<file path="config.mk">
export PLATFORM = sky130hd
export DESIGN_NAME = tri_mode_timer
export DESIGN_NICKNAME = d
export VERILOG_FILES = /design/src/rtl/tmr_pkg.sv /design/src/rtl/tmr_sync.sv /design/src/rtl/tmr_status.sv /design/src/rtl/tmr_core.sv /design/src/rtl/tri_mode_timer.sv
export SDC_FILE = /design/constraint.sdc
export NUM_CORES = 1
export LEC_CHECK = 0
export BUFFER_PORTS_ARGS = -buffer_cell sky130_fd_sc_hd__buf_2
export CAP_MARGIN = 0
export CORE_MARGIN = 2
export CORE_UTILIZATION = 40
export DETAILED_ROUTE_END_ITERATION = 8
export PLACE_DENSITY_LB_ADDON = 0.2
export SLEW_MARGIN = 25
export SYNTH_ARGS = -nofsm -noshare
export SYNTH_HDL_FRONTEND = slang
export SYNTH_SLANG_ARGS = --single-unit
</file>
<file path="constraint.sdc">
create_clock -name clk_i -period 9 [get_ports clk_i]
set_clock_uncertainty 0.1 [all_clocks]
set_input_delay 2.25 -clock clk_i [delete_from_list [all_inputs] [get_ports clk_i]]
set_output_delay 2.25 -clock clk_i [all_outputs]
set_load 0.01 [all_outputs]
</file>
<file path="src/rtl/tmr_pkg.sv">
package tmr_pkg;
  localparam int unsigned CNT_W  = 32;
  localparam int unsigned CFG_W  = 7;
  localparam int unsigned STAT_W = 3;

  localparam int unsigned CFG_EN  = 0;
  localparam int unsigned CFG_MLO = 1;
  localparam int unsigned CFG_IE  = 3;

  localparam int unsigned ST_EVT = 0;
  localparam int unsigned ST_OVF = 1;
  localparam int unsigned ST_AUX = 2;

  typedef enum logic [1:0] {
    M_WAVE = 2'd0,
    M_CAP  = 2'd1,
    M_WDOG = 2'd2,
    M_IDLE = 2'd3
  } tmr_mode_e;
endpackage

</file>
<file path="src/rtl/tmr_sync.sv">
module tmr_sync #(
  parameter int unsigned STAGES = 2
) (
  input  logic clk_i,
  input  logic rst_ni,
  input  logic async_i,
  output logic rise_o,
  output logic fall_o
);
  logic [STAGES-1:0] sync_q;
  logic              last_q;

  always_ff @(posedge clk_i or negedge rst_ni) begin
    if (!rst_ni) begin
      sync_q <= '0;
      last_q <= 1'b0;
    end else begin
      sync_q <= {sync_q[STAGES-2:0], async_i};
      last_q <= sync_q[STAGES-1];
    end
  end

  assign rise_o = sync_q[STAGES-1] & ~last_q;
  assign fall_o = ~sync_q[STAGES-1] & last_q;
endmodule

</file>
<file path="src/rtl/tmr_status.sv">
module tmr_status #(
  parameter int unsigned W = 3
) (
  input  logic         clk_i,
  input  logic         rst_ni,
  input  logic [W-1:0] set_i,
  input  logic [W-1:0] clr_i,
  output logic [W-1:0] flag_o
);
  logic [W-1:0] flag_q;

  for (genvar i = 0; i < W; i++) begin : g_flag
    always_ff @(posedge clk_i or negedge rst_ni) begin
      if (!rst_ni)       flag_q[i] <= 1'b0;
      else if (set_i[i]) flag_q[i] <= 1'b1;
      else if (clr_i[i]) flag_q[i] <= 1'b0;
    end

    a_r10_w1c: assert property (@(posedge clk_i) disable iff (!rst_ni)
      (clr_i[i] && !set_i[i]) |=> !flag_o[i]);
  end

  assign flag_o = flag_q;
endmodule

</file>
<file path="src/rtl/tmr_core.sv">
module tmr_core
  import tmr_pkg::*;
#(
  parameter int unsigned W = CNT_W
) (
  input  logic         clk_i,
  input  logic         rst_ni,
  input  logic         en_i,
  input  tmr_mode_e    mode_i,
  input  logic         cnt_we_i,
  input  logic [W-1:0] cnt_i,
  input  logic         per_we_i,
  input  logic [W-1:0] per_i,
  input  logic         pw_we_i,
  input  logic [W-1:0] pw_i,
  input  logic         rise_i,
  input  logic         fall_i,
  output logic [W-1:0] cnt_o,
  output logic [W-1:0] per_o,
  output logic [W-1:0] pw_o,
  output logic         pin_o,
  output logic         pin_oe_o,
  output logic         evt_o,
  output logic         ovf_o,
  output logic         aux_o
);
  localparam logic [W-1:0] ONE = W'(1);
  localparam logic [W-1:0] MAX = '1;

  logic [W-1:0] cnt_q, cnt_d, per_q, per_d, pw_q, pw_d, win_q, win_d;
  logic         en_q;
  logic         running, en_rise;
  logic [W-1:0] cnt_inc;

  assign running = en_i & en_q;
  assign en_rise = en_i & ~en_q;
  assign cnt_inc = cnt_q + ONE;

  always_comb begin
    cnt_d = cnt_q;
    per_d = per_q;
    pw_d  = pw_q;
    win_d = win_q;
    evt_o = 1'b0;
    ovf_o = 1'b0;
    aux_o = 1'b0;
    if (en_rise) begin
      cnt_d = (mode_i == M_WAVE) ? ONE : '0;
      win_d = '0;
    end else if (running) begin
      unique case (mode_i)
        M_WAVE: begin
          if (cnt_q >= per_q) begin
            cnt_d = ONE;
            evt_o = 1'b1;
          end else begin
            cnt_d = cnt_inc;
            ovf_o = (cnt_q == MAX);
          end
        end
        M_CAP: begin
          if (rise_i) begin
            per_d = cnt_q;
            cnt_d = ONE;
            evt_o = 1'b1;
          end else begin
            cnt_d = cnt_inc;
            ovf_o = (cnt_q == MAX);
          end
          if (fall_i) begin
            pw_d  = cnt_q;
            aux_o = 1'b1;
          end
        end
        M_WDOG: begin
          win_d = win_q + ONE;
          if (rise_i && (cnt_inc >= per_q) && (cnt_q != MAX)) begin
            evt_o = 1'b1;
            cnt_d = '0;
            win_d = '0;
          end else if (win_q >= pw_q) begin
            aux_o = 1'b1;
            cnt_d = '0;
            win_d = '0;
          end else if (rise_i) begin
            cnt_d = cnt_inc;
            ovf_o = (cnt_q == MAX);
          end
        end
        default: ;
      endcase
    end
    if (cnt_we_i) cnt_d = cnt_i;
    if (per_we_i) per_d = per_i;
    if (pw_we_i)  pw_d  = pw_i;
  end

  always_ff @(posedge clk_i or negedge rst_ni) begin
    if (!rst_ni) begin
      cnt_q <= '0;
      per_q <= '0;
      pw_q  <= '0;
      win_q <= '0;
      en_q  <= 1'b0;
    end else begin
      cnt_q <= cnt_d;
      per_q <= per_d;
      pw_q  <= pw_d;
      win_q <= win_d;
      en_q  <= en_i;
    end
  end

  assign pin_oe_o = en_i && (mode_i == M_WAVE);
  assign pin_o    = running && (mode_i == M_WAVE) && (cnt_q != '0) && (cnt_q <= pw_q);
  assign cnt_o    = cnt_q;
  assign per_o    = per_q;
  assign pw_o     = pw_q;

  a_r12_hold: assert property (@(posedge clk_i) disable iff (!rst_ni)
    (!en_i && !cnt_we_i) |=> $stable(cnt_o));
  a_r12_idle_hold: assert property (@(posedge clk_i) disable iff (!rst_ni)
    (en_q && mode_i == M_IDLE && !cnt_we_i) |=> $stable(cnt_o));
  a_r3_reload: assert property (@(posedge clk_i) disable iff (!rst_ni)
    (running && mode_i == M_WAVE && !cnt_we_i && cnt_o >= per_o) |=> (cnt_o == ONE));
  a_r5_no_drive: assert property (@(posedge clk_i) disable iff (!rst_ni)
    (mode_i == M_CAP) |-> !pin_oe_o);
endmodule

</file>
<file path="src/rtl/tri_mode_timer.sv">
module tri_mode_timer
  import tmr_pkg::*;
(
  input  logic              clk_i,
  input  logic              rst_ni,
  input  logic              cfg_we_i,
  input  logic [CFG_W-1:0]  cfg_i,
  input  logic              cnt_we_i,
  input  logic [CNT_W-1:0]  cnt_i,
  input  logic              per_we_i,
  input  logic [CNT_W-1:0]  per_i,
  input  logic              pw_we_i,
  input  logic [CNT_W-1:0]  pw_i,
  input  logic [STAT_W-1:0] stat_clr_i,
  input  logic              pin_i,
  output logic              pin_o,
  output logic              pin_oe_o,
  output logic [CFG_W-1:0]  cfg_o,
  output logic [CNT_W-1:0]  cnt_o,
  output logic [CNT_W-1:0]  per_o,
  output logic [CNT_W-1:0]  pw_o,
  output logic [STAT_W-1:0] status_o,
  output logic              irq_o
);
  logic [CFG_W-1:0]  cfg_q;
  logic              rise, fall, evt, ovf, aux;
  logic [STAT_W-1:0] st_set;
  tmr_mode_e         mode;

  always_ff @(posedge clk_i or negedge rst_ni) begin
    if (!rst_ni)       cfg_q <= '0;
    else if (cfg_we_i) cfg_q <= cfg_i;
  end

  assign mode = tmr_mode_e'(cfg_q[CFG_MLO +: 2]);

  tmr_sync #(.STAGES(2)) u_sync (
    .clk_i  (clk_i),
    .rst_ni (rst_ni),
    .async_i(pin_i),
    .rise_o (rise),
    .fall_o (fall)
  );

  tmr_core #(.W(CNT_W)) u_core (
    .clk_i   (clk_i),
    .rst_ni  (rst_ni),
    .en_i    (cfg_q[CFG_EN]),
    .mode_i  (mode),
    .cnt_we_i(cnt_we_i),
    .cnt_i   (cnt_i),
    .per_we_i(per_we_i),
    .per_i   (per_i),
    .pw_we_i (pw_we_i),
    .pw_i    (pw_i),
    .rise_i  (rise),
    .fall_i  (fall),
    .cnt_o   (cnt_o),
    .per_o   (per_o),
    .pw_o    (pw_o),
    .pin_o   (pin_o),
    .pin_oe_o(pin_oe_o),
    .evt_o   (evt),
    .ovf_o   (ovf),
    .aux_o   (aux)
  );

  always_comb begin
    st_set         = '0;
    st_set[ST_EVT] = evt;
    st_set[ST_OVF] = ovf;
    st_set[ST_AUX] = aux;
  end

  tmr_status #(.W(STAT_W)) u_stat (
    .clk_i (clk_i),
    .rst_ni(rst_ni),
    .set_i (st_set),
    .clr_i (stat_clr_i),
    .flag_o(status_o)
  );

  assign cfg_o = cfg_q;
  assign irq_o = cfg_q[CFG_IE] & status_o[ST_EVT];

  a_r9_overflow_flag: assert property (@(posedge clk_i) disable iff (!rst_ni)
    ovf |=> status_o[ST_OVF]);
  a_r4_event_flag: assert property (@(posedge clk_i) disable iff (!rst_ni)
    evt |=> status_o[ST_EVT]);
endmodule

</file>
==> results.yml, run 1 <==
clock_tree:
  htreeDepth: 4
  cts_setup_buffers: 0
  ctsHoldBuffers: 0
  cts_sinks: 142
  cts_buffers: 17
  path_clk_slew_ns: 0.06
  cts_buffer_depth: 2
  insertion_delay_ns: 0.43
  cts_tree: "done"
  ctsResizeCount: 0
  clockRootBuffer: "clkbuf_16"
pwr:
  internal_power_w: 0.00139
  leakage_nw: 6.01
  p_seq_share_pct: 37.0
  switchingPower_w: 0.000787
  powerDensity_nw_per_um2: 173
  p_sw_share_pct: 36.2
  total_power_w: 0.00218
  ir_drop_v: 0.000101
  p_clk_share_pct: 33.7
  comb_power_share_pct: 29.3
synthesis:
  synth-seq-cells: 142
  avgSynthCellArea_um2: 8.62
  synth_top_area_cell: "dfrtp_1"
  synth-edff-count: 0
  synthFlopType: "dfrtp_1"
  netlist_instances: 1226
  syn_nets: 1474
  async_reset_ff_share_pct: 100
  seq_area_frac_synth_pct: 33.6
  ys_types: 67
  synthTopCellsByArea: "dfrtp_1 34%, ha_1 16%, mux2i_1 6.3%, nand2_1 5.2%, o21ai_0 4.5%"
  yosysWarnings: 0
  synth_most_common_cell: "nand2_1"
  yosysTopAreaCellShare_pct: 33.6
  synth_commonest_cells: "146 x nand2_1, 142 x dfrtp_1, 135 x ha_1, 95 x o21ai_0, 91 x inv_1"
  synthesis.area_um2: 10600
cells_and_area:
  fill_cells: 2595
  fin_nets: 1662
  multi_input_area_um2: 6420
  stdcell_count: 1760
  drive_above_1_share_pct: 20.2
  finish.instance_area_um2: 12500
  antennaDiodeCount: 0
  seq_area_um2: 3550
  syn2layout_area_growth_pct: 18.7
drt:
  wire_per_inst_um: 19.5
  avgViaCountPerCell: 5.61
  vias: 9880
  drc_errors: 0
  drt_iter0_drc: 762
  wl_mm: 34.3
  first_pass_iters: 6
  drt.antenna.violating_nets: 0
global_route:
  overflow: 0
  grt_max_degree: 75
  grt_pass1_vias: 9499
  grt_first_pass_wirelength_mm: 53.7
  groute.usage.overall_pct: 24.5
  antenna_found_initial: 0
sta:
  worst_pin_slew_ns: 0.929
  relSlewSlack_pct: 38.0
  hold_violations: 0
  fmax_mhz: 163
  grt_setup_unrepaired: "false"
  period_needed_ns: 6.12
  finalMaxSlewViolations: 0
  period_share_pct: 68.1
  finalSetupTns_ns: 0
  setup_viol: 0
placement:
  place_area_um2: 12000
  port-buffer-count: 221
  dp.cells: 1730
  place.detailed.hpwl_mm: 25.8
  gp_routability_congestion: 0.918
floorplan:
  die_h_um: 167
  core-area_um2: 26000
  initial_core_util_pct: 40.7
  die_x_um: 167
  die_area_um2: 27700
  num_rows: 59
  ios: 222
flow_run:
  max_cap_violations: 0
setup_path:
  worstPathRequired_ns: 6.65
  critPathMaxFanout: 8
  end_kind: "output port"
  ff2ff_path_depth: 16
  cp_data_arrival_time_ns: 3.77
  path_class: "flop to output port"
  crit_path_start_kind: "flop"
status:
  outcome: "finished, final reports clean"
worst_hold_path:
  hold_class: "flop to flop"
  hold_depth: 0
==> worst max-delay path, cell delays in order, from the launching register on <==
cell and delay (ns):
dfrtp_1 0.48, ha_1 0.36, nor2b_1 0.13, o21ai_0 0.13, nand2b_1 0.07, a21oi_1 0.14
nor2_1 0.05, a2111oi_0 0.34, o21ai_0 0.23, a2111o_1 0.44, a2111oi_0 0.71, buf_2 0.26
==> path summary, 6_finish.rpt <==
| kind | end | slack [ns] | from |
|---|---|---|---|
| hold / removal | u_sync.sync_q[1]$_DFF_PN0_ | 0.26 | u_sync.sync_q[0]$_DFF_PN0_ |
| min in group asynchronous | u_core.per_o[3]$_DFFE_PN0P_ | 1.72 | rst_ni |
| setup reg to reg | u_core.cnt_o[5]$_DFFE_PN0P_ | 3.37 | u_core.cnt_o[0]$_DFFE_PN0P_ |
| setup / recovery | pin_o | 2.88 | u_core.cnt_o[1]$_DFFE_PN0P_ |
| hold reg to reg | u_sync.sync_q[1]$_DFF_PN0_ | 0.26 | u_sync.sync_q[0]$_DFF_PN0_ |
| max in group asynchronous | u_core.pw_o[27]$_DFFE_PN0P_ | 5.69 | rst_ni |
==> layer usage <==
metal	vias to the layer above	GRT usage (%)	wire length, um
met5	-	0	0
met4	0	8.13	940
met3	65	4.33	1830
met2	316	38.5	15800
met1	4697	34.3	15700
li1	4802	-	-
==> cells by family after synthesis <==
kind of cell / count (synthesis) / share of synthesized area, %
XOR/XNOR: 31 / 2.57
AO/OA/AOI/OAI: 340 / 19.3
multiplexers: 71 / 6.79
AND/OR/NAND/NOR: 350 / 15.9
flip-flops: 142 / 33.6
adder cells (fa/ha/maj): 135 / 16.0
buffers and inverters: 157 / 5.85
==> state kept, by name, indices dropped and copies added (netlist names) <==
signal,flops
u_core.per_o,32
u_core.win_q,32
u_core.cnt_o,32
u_stat.flag_o,3
cfg_o,7
u_core.pw_o,32
u_sync.last_q,1
u_sync.sync_q,2
u_core.en_q,1
==> layout by cell type (no fill, tap or decap), types with 10 or more instances in the layout <==
master / n
o21ai_1: 70
nor4_1: 10
xnor2_1: 21
buf_4: 15
xor2_1: 10
ha_1: 135
and3_1: 13
mux2i_1: 66
o21ai_0: 95
nand2_1: 145
buf_2: 219
a22oi_1: 21
nor3_1: 20
dfrtp_1: 142
nand3_1: 37
a21oi_1: 62
nand4_1: 36
inv_1: 91
a21o_1: 16
clkbuf_16: 17
nor2_1: 49
==> through the flow <==
stage | util (%) | setup slack (ns) | hold slack, ns
detailed placement | 46.0 | 3.31 | 0.246
global placement | 46.0 | 3.32 | 0.236
global route | 48.3 | 2.63 | 0.264
CTS | 48.3 | 2.84 | 0.260
floorplan | - | 3.84 | 0.231
finish | 48.3 | 2.88 | 0.258
==> cell type report <==
cell class / count / area share, %
clock buffer: 18 / 3.50
clock inverter: 12 / 1.17
inverter: 91 / 2.72
multi-input combinational: 927 / 51.2
sequential: 142 / 28.3
tap: 335 / 3.34
timing repair buffer: 235 / 9.73
==> power by group through the flow <==
stage	clock network [W]	registers (W)	logic, W
final	0.000733	0.000805	0.000638
after floorplan	0	0.000787	0.000394
after CTS	0.000742	0.000802	0.000639
after detailed placement	0	0.000813	0.000635
after global placement	0	0.000810	0.000630
after global routing	0.000770	0.000814	0.000718
No activity file was read; power rests on OpenSTA's default activity.
==> run 2: changes to the inputs <==
==> constraint.sdc (replaced) <==
create_clock -name clk_i -period 4.9 [get_ports clk_i]
set_clock_uncertainty 0.1 [all_clocks]
set_input_delay 1.225 -clock clk_i [delete_from_list [all_inputs] [get_ports clk_i]]
set_output_delay 1.225 -clock clk_i [all_outputs]
set_load 0.01 [all_outputs]
==> run 2 against run 1 <==
Compared with the run above:
- non-clock buffer count is 30 higher
- combinational power is 110% higher
- cell count is 1.8% higher
- wire length is 0.31% lower
- cell area is 3.0% higher
- flip-flop and latch count stayed put
- global-route usage is 0.25 points lower
- register-to-register slack worse by 3.0 ns
- critical path type unchanged
- critical endpoint unchanged
- largest power group is now clock
==> results.yml, run 2 (same netlist as run 1, synthesis figures left out) <==
floorplan:
  die_h_um: 167
  num_rows: 59
  die_x_um: 167
  core-area_um2: 26000
  die_area_um2: 27700
  ios: 222
  initial_core_util_pct: 40.7
clock_tree:
  cts_buffers: 17
  clockRootBuffer: "clkbuf_16"
  ctsHoldBuffers: 0
  cts_tree: "done"
  path_clk_slew_ns: 0.06
  insertion_delay_ns: 0.43
  cts_sinks: 142
  htreeDepth: 4
  cts_buffer_depth: 2
setup_path:
  path_class: "flop to output port"
  critPathTopFamily: "compound AO/OA/AOI/OAI gates"
  critPathMaxFanout: 7
  path_buf_inv: 3
  worstPathRequired_ns: 3.58
  path_cells: "buf_4 > inv_1 > ha_1 > nor2b_1 > o21ai_0 > nand2b_1 > a21oi_1 > nor2_1 > a2111oi_2 > o21ai_1 > a2111o_1 > a2111oi_1 > buf_2"
  r2r_start: "u_core.cnt_o[1]$_DFFE_PN0P_"
  slowest_stage: "a2111o_1"
  ff2ff_path_depth: 18
  r2r_setup_slack_ns: 0.33
  max_stage_delay_ns: 0.43
  cp_data_arrival_time_ns: 3.45
  worst_r2r_endpoint: "u_core.cnt_o[5]$_DFFE_PN0P_"
  end_kind: "output port"
  crit_path_start_kind: "flop"
sta:
  fmax_mhz: 209
  period_needed_ns: 4.78
  hold_violations: 0
  period_share_pct: 97.5
  setup_ws_ns: 0.122
  relSlewSlack_pct: 37.2
  worst_pin_slew_ns: 0.940
  finalMaxSlewViolations: 0
  setup_viol: 0
drt:
  drt.antenna.violating_nets: 0
  avgViaCountPerCell: 5.53
  drc_errors: 0
  drt_iter0_drc: 641
  vias: 9910
  wire_per_inst_um: 19.1
  first_pass_iters: 5
  wl_mm: 34.2
worst_hold_path:
  hold_end: "u_sync.sync_q[1]$_DFF_PN0_"
  hold_depth: 0
  hold_class: "flop to flop"
  min_from: "u_sync.sync_q[0]$_DFF_PN0_"
pwr:
  powerDensity_nw_per_um2: 329
  ir_drop_v: 0.000178
  leakage_nw: 6.23
cells_and_area:
  final_cell_mix: "219 x buf_2, 145 x nand2_1, 140 x dfrtp_1"
  final_common_cell: "buf_2"
  drive_above_1_share_pct: 22.3
  fin_nets: 1692
  antennaDiodeCount: 0
  finish.instance_area_um2: 12900
  syn2layout_area_growth_pct: 22.3
placement:
  place.detailed.hpwl_mm: 25.5
  gp_routability_congestion: 0.912
  port-buffer-count: 221
  place_area_um2: 12200
  dpl_worst_slack_ns: 0.239
global_route:
  grt_first_pass_wirelength_mm: 53.9
  grtUsageMet2_pct: 39.8
  overflow: 0
  grt_max_degree: 91
  antenna_found_initial: 0
  use_met1_pct: 33.3
  grtUsageMet3_pct: 3.59
  grt_pass1_vias: 9742
  groute.usage.overall_pct: 24.3
  busiest_layer: "met2"
status:
  outcome: "finished, final reports clean"
flow_run:
  max_cap_violations: 0
## run 2: cell types whose count changed in the layout (fill, tap and decap cells not counted), sizes merged
cell	previous run	this run
clkbuf	18	19
buf	235	265
clkinv	6	3
inv	91	93
clkinvlp	3	2
bufinv	3	6
## run 2: metal layers
| metal | part of all wire [%] | vias up | routed length (um) |
|---|---|---|---|
| met4 | 2.2 | 0 | 759 |
| met3 | 4.7 | 45 | 1600 |
| met5 | 0 | - | 0 |
| li1 | - | 4857 | - |
| met1 | 46 | 4715 | 15800 |
| met2 | 47 | 293 | 16000 |
## run 2: what timing repair did
item | CTS | global route
endpoints found under the hold margin | 0 | 0
resized for setup | 0 | 8
buffers inserted | 0 | 0
endpoints found under the setup margin | 0 | 29
## run 2: worst register-to-register path, cell delays in order (launching register included)
cell	delay, ns
dfrtp_2	0.45
ha_1	0.20
nand4_1	0.22
nor3_2	0.26
buf_4	0.15
nand2_1	0.07
nor3_2	0.23
nand2_1	0.16
nor3_1	0.20
xor2_1	0.14
ha_1	0.33
nand4_1	0.12
or2_2	0.33
o41a_1	0.53
o21ai_2	0.18
a21boi_2	0.09
buf_12	0.18
a32o_1	0.28
a22o_1	0.22
## run 2: layout make-up
type                       count  area (um^2)
fill                        2542        13100
multi-input combinational    927         6440
sequential                   142         3560
timing repair buffer         265         1480
clock buffer                  19          453
tap                          335          419
inverter                      91          342
clock inverter                13          231
## run 2: how the worst max path moves through the flow
stage,from,to,depth (start not counted)
floorplan,u_core.cnt_o[0]$_DFFE_PN0P_,u_core.cnt_o[7]$_DFFE_PN0P_,16
global placement,u_core.cnt_o[1]$_DFFE_PN0P_,u_core.cnt_o[5]$_DFFE_PN0P_,18
detailed placement,u_core.cnt_o[1]$_DFFE_PN0P_,u_core.cnt_o[5]$_DFFE_PN0P_,18
CTS,u_core.cnt_o[0]$_DFFE_PN0P_,pin_o,13
global route,u_core.cnt_o[0]$_DFFE_PN0P_,pin_o,13
finish,u_core.cnt_o[0]$_DFFE_PN0P_,pin_o,13
## run 2: report_power, final
group / switching, W / internal [W] / total (W)
Sequential: 0.000108 / 0.00128 / 0.00138
Clock: 0.000554 / 0.000985 / 0.00154
Combinational: 0.000809 / 0.000525 / 0.00133
## run 2: stage by stage
| step | util, % | cells | setup TNS (ns) | hold slack, ns | total power (W) |
|---|---|---|---|---|---|
| after global placement | 47.0 | 1760 | 0 | 0.286 | 0.00269 |
| after detailed placement | 47.0 | 1760 | 0 | 0.286 | 0.00271 |
| final | 49.7 | 1792 | 0 | 0.302 | 0.00426 |
| after global routing | 49.7 | 1792 | -0.0500 | 0.300 | 0.00448 |
| after CTS | 49.7 | 1792 | 0 | 0.301 | 0.00425 |
| after floorplan | - | 1226 | 0 | 0.231 | 0.00217 |
==> run 3: changes to the inputs <==
--- a/config.mk
+++ b/config.mk
@@ -14,4 +14,6 @@
 export SLEW_MARGIN = 25
 export SYNTH_ARGS = -nofsm -noshare
 export SYNTH_HDL_FRONTEND = slang
+export SYNTH_HIERARCHICAL = 1
 export SYNTH_SLANG_ARGS = --single-unit
+export TNS_END_PERCENT = 20
==> run 3 against run 2 <==
Compared with the run above:
- combinational power rose by 30%
- worst setup slack better by 0.12 ns
- global-route usage is essentially flat
- die area grew 3.4%
- register-to-register slack worse by 0.05 ns
- largest power group is now combinational logic
- total power rose by 6.7%
- flip-flop and latch count is the same
- synthesized area increased by 3.4%
- wire length is 2.8% higher
- clock-buffer cell count up 4
==> results.yml, run 3 <==
synthesis:
  yosysWarnings: 6
  synth_top_area_cell: "dfrtp_1"
  synth_most_common_cell: "nand2_1"
  synth-edff-count: 0
  synthTopCellsByArea: "dfrtp_1 33%, ha_1 15%, nand2_1 6.1%, mux2i_1 5.4%, o21ai_0 4.4%"
  synthesis.area_um2: 10900
  avgSynthCellArea_um2: 8.80
  netlist_instances: 1242
  synthFlopType: "dfrtp_1"
  yosysTopAreaCellShare_pct: 32.5
  seq_area_frac_synth_pct: 32.5
  synth_commonest_cells: "177 x nand2_1, 142 x dfrtp_1, 135 x ha_1, 97 x o21ai_0, 83 x inv_1"
  async_reset_ff_share_pct: 100
  syn_nets: 1490
  ys_types: 72
  synth-seq-cells: 142
drt:
  wire_per_inst_um: 19.4
  first_pass_iters: 5
  drc_errors: 0
  drt.antenna.violating_nets: 0
  avgViaCountPerCell: 5.60
  vias: 10134
  wl_mm: 35.2
  drt_iter0_drc: 822
placement:
  place.detailed.hpwl_mm: 26.2
  port-buffer-count: 221
  dpl_worst_slack_ns: 0.389
  gp_routability_congestion: 0.904
clock_tree:
  insertion_delay_ns: 0.43
  cts_tree: "done"
  path_clk_slew_ns: 0.06
  cts_sinks: 142
  cts_buffers: 17
  htreeDepth: 4
  clockRootBuffer: "clkbuf_16"
  cts_buffer_depth: 2
cells_and_area:
  antennaDiodeCount: 0
  fin_nets: 1705
  final_common_cell: "buf_2"
  drive_above_1_share_pct: 22.0
  syn2layout_area_growth_pct: 20.0
  final_cell_mix: "219 x buf_2, 177 x nand2_1, 142 x dfrtp_1"
sta:
  relSlewSlack_pct: 39.1
  worst_pin_slew_ns: 0.914
  finalMaxSlewViolations: 0
  fmax_mhz: 215
  hold_violations: 0
  period_share_pct: 95.1
  setup_ws_ns: 0.239
  setup_viol: 0
  period_needed_ns: 4.66
setup_path:
  slowest_stage: "a221oi_1"
  path_buf_inv: 2
  worstPathRequired_ns: 3.58
  end_kind: "output port"
  critPathTopFamily: "compound AO/OA/AOI/OAI gates"
  crit_path_frequent_cell: "a21o_1"
  r2r_start: "u_core/cnt_o[1]$_DFFE_PN0P_"
  path_cells: "buf_4 > ha_1 > a21o_1 > a21o_1 > a21o_1 > a211o_1 > a221oi_1 > o21ai_0 > a21oi_1 > buf_2"
  crit_path_start: "u_core/cnt_o[26]$_DFFE_PN0P_"
  cp_data_arrival_time_ns: 3.34
  max_stage_delay_ns: 0.52
  critPathMaxFanout: 6
  crit_path_start_kind: "flop"
  path_class: "flop to output port"
status:
  outcome: "finished, final reports clean"
floorplan:
  die_x_um: 169
  die_area_um2: 28700
  core-area_um2: 26900
  ios: 222
  initial_core_util_pct: 40.7
  num_rows: 60
  die_h_um: 169
global_route:
  grt_max_degree: 107
  overflow: 0
  groute.usage.overall_pct: 24.3
  grt_first_pass_wirelength_mm: 54.1
  antenna_found_initial: 0
  grt_pass1_vias: 9556
worst_hold_path:
  hold_class: "flop to flop"
  min_from: "u_sync/sync_q[0]$_DFF_PN0_"
pwr:
  total_power_w: 0.00454
  powerDensity_nw_per_um2: 346
  leakage_nw: 6.94
  ir_drop_v: 0.000169
flow_run:
  max_cap_violations: 0
## run 3: timing repair
action | in CTS | in global routing
setup endpoints to repair | 0 | 8
gates resized for setup | 0 | 1
hold buffers | 0 | 0
setup buffers | 0 | 1
## run 3: stage by stage
step	hold WS (ns)	setup TNS (ns)	std cells	utilization, %	instance area [um^2]
final	0.251	0	1810	48.8	13100
after global routing	0.269	-0.00103	1810	48.8	13100
after CTS	0.252	0	1809	48.7	13100
after floorplan	0.231	0	1242	-	10900
after detailed placement	0.238	0	1778	46.5	12500
after global placement	0.240	0	1778	46.5	12500
## run 3: final timing paths
path,to,slack (ns),depth (start not counted)
max,pin_o,0.24,10
min,u_sync/sync_q[1]$_DFF_PN0_,0.25,0
max reg2reg,u_core/cnt_o[27]$_DFFE_PN0P_,0.28,15
min reg2reg,u_sync/sync_q[1]$_DFF_PN0_,0.25,0
max in group asynchronous,u_core/per_o[15]$_DFFE_PN0P_,2.98,2
min in group asynchronous,u_core/pw_o[20]$_DFFE_PN0P_,0.84,1
## run 3: layout make-up
cell class / count / area, um^2
repair buffers: 264 / 1440
well taps: 341 / 427
inverters: 84 / 315
clock inverters: 8 / 105
clock buffers: 23 / 498
multi-input cells: 948 / 6780
fillers: 2587 / 13800
flip-flops and latches: 142 / 3550
## run 3: power by group
part | leakage [nW] | switching (W) | internal (W) | total, W
clock network | 0.288 | 0.000543 | 0.000817 | 0.00136
registers | 1.78 | 0.000148 | 0.00130 | 0.00145
logic | 4.87 | 0.00103 | 0.000699 | 0.00173
## run 3: logic make-up (layout without fill, tap and decap cells)
logic type	count (synthesis)	after routing	share of synthesized area (%)
xor gates and xnor gates	35	35	2.80
muxes	73	73	7.09
buffers and inverters	152	379	5.55
AOI/OAI and AO/OA	284	284	16.4
and+or+nand+nor	421	421	20.2
DFF	142	142	32.5
adders and majority gates	135	135	15.5
## run 3: layer usage
metal	part of all wire, %	up-vias	track usage, %
met4	2.1	0	7.06
met3	6.2	45	4.80
met5	0	-	0
met2	44	340	37.3
li1	-	4913	-
met1	48	4836	34.6
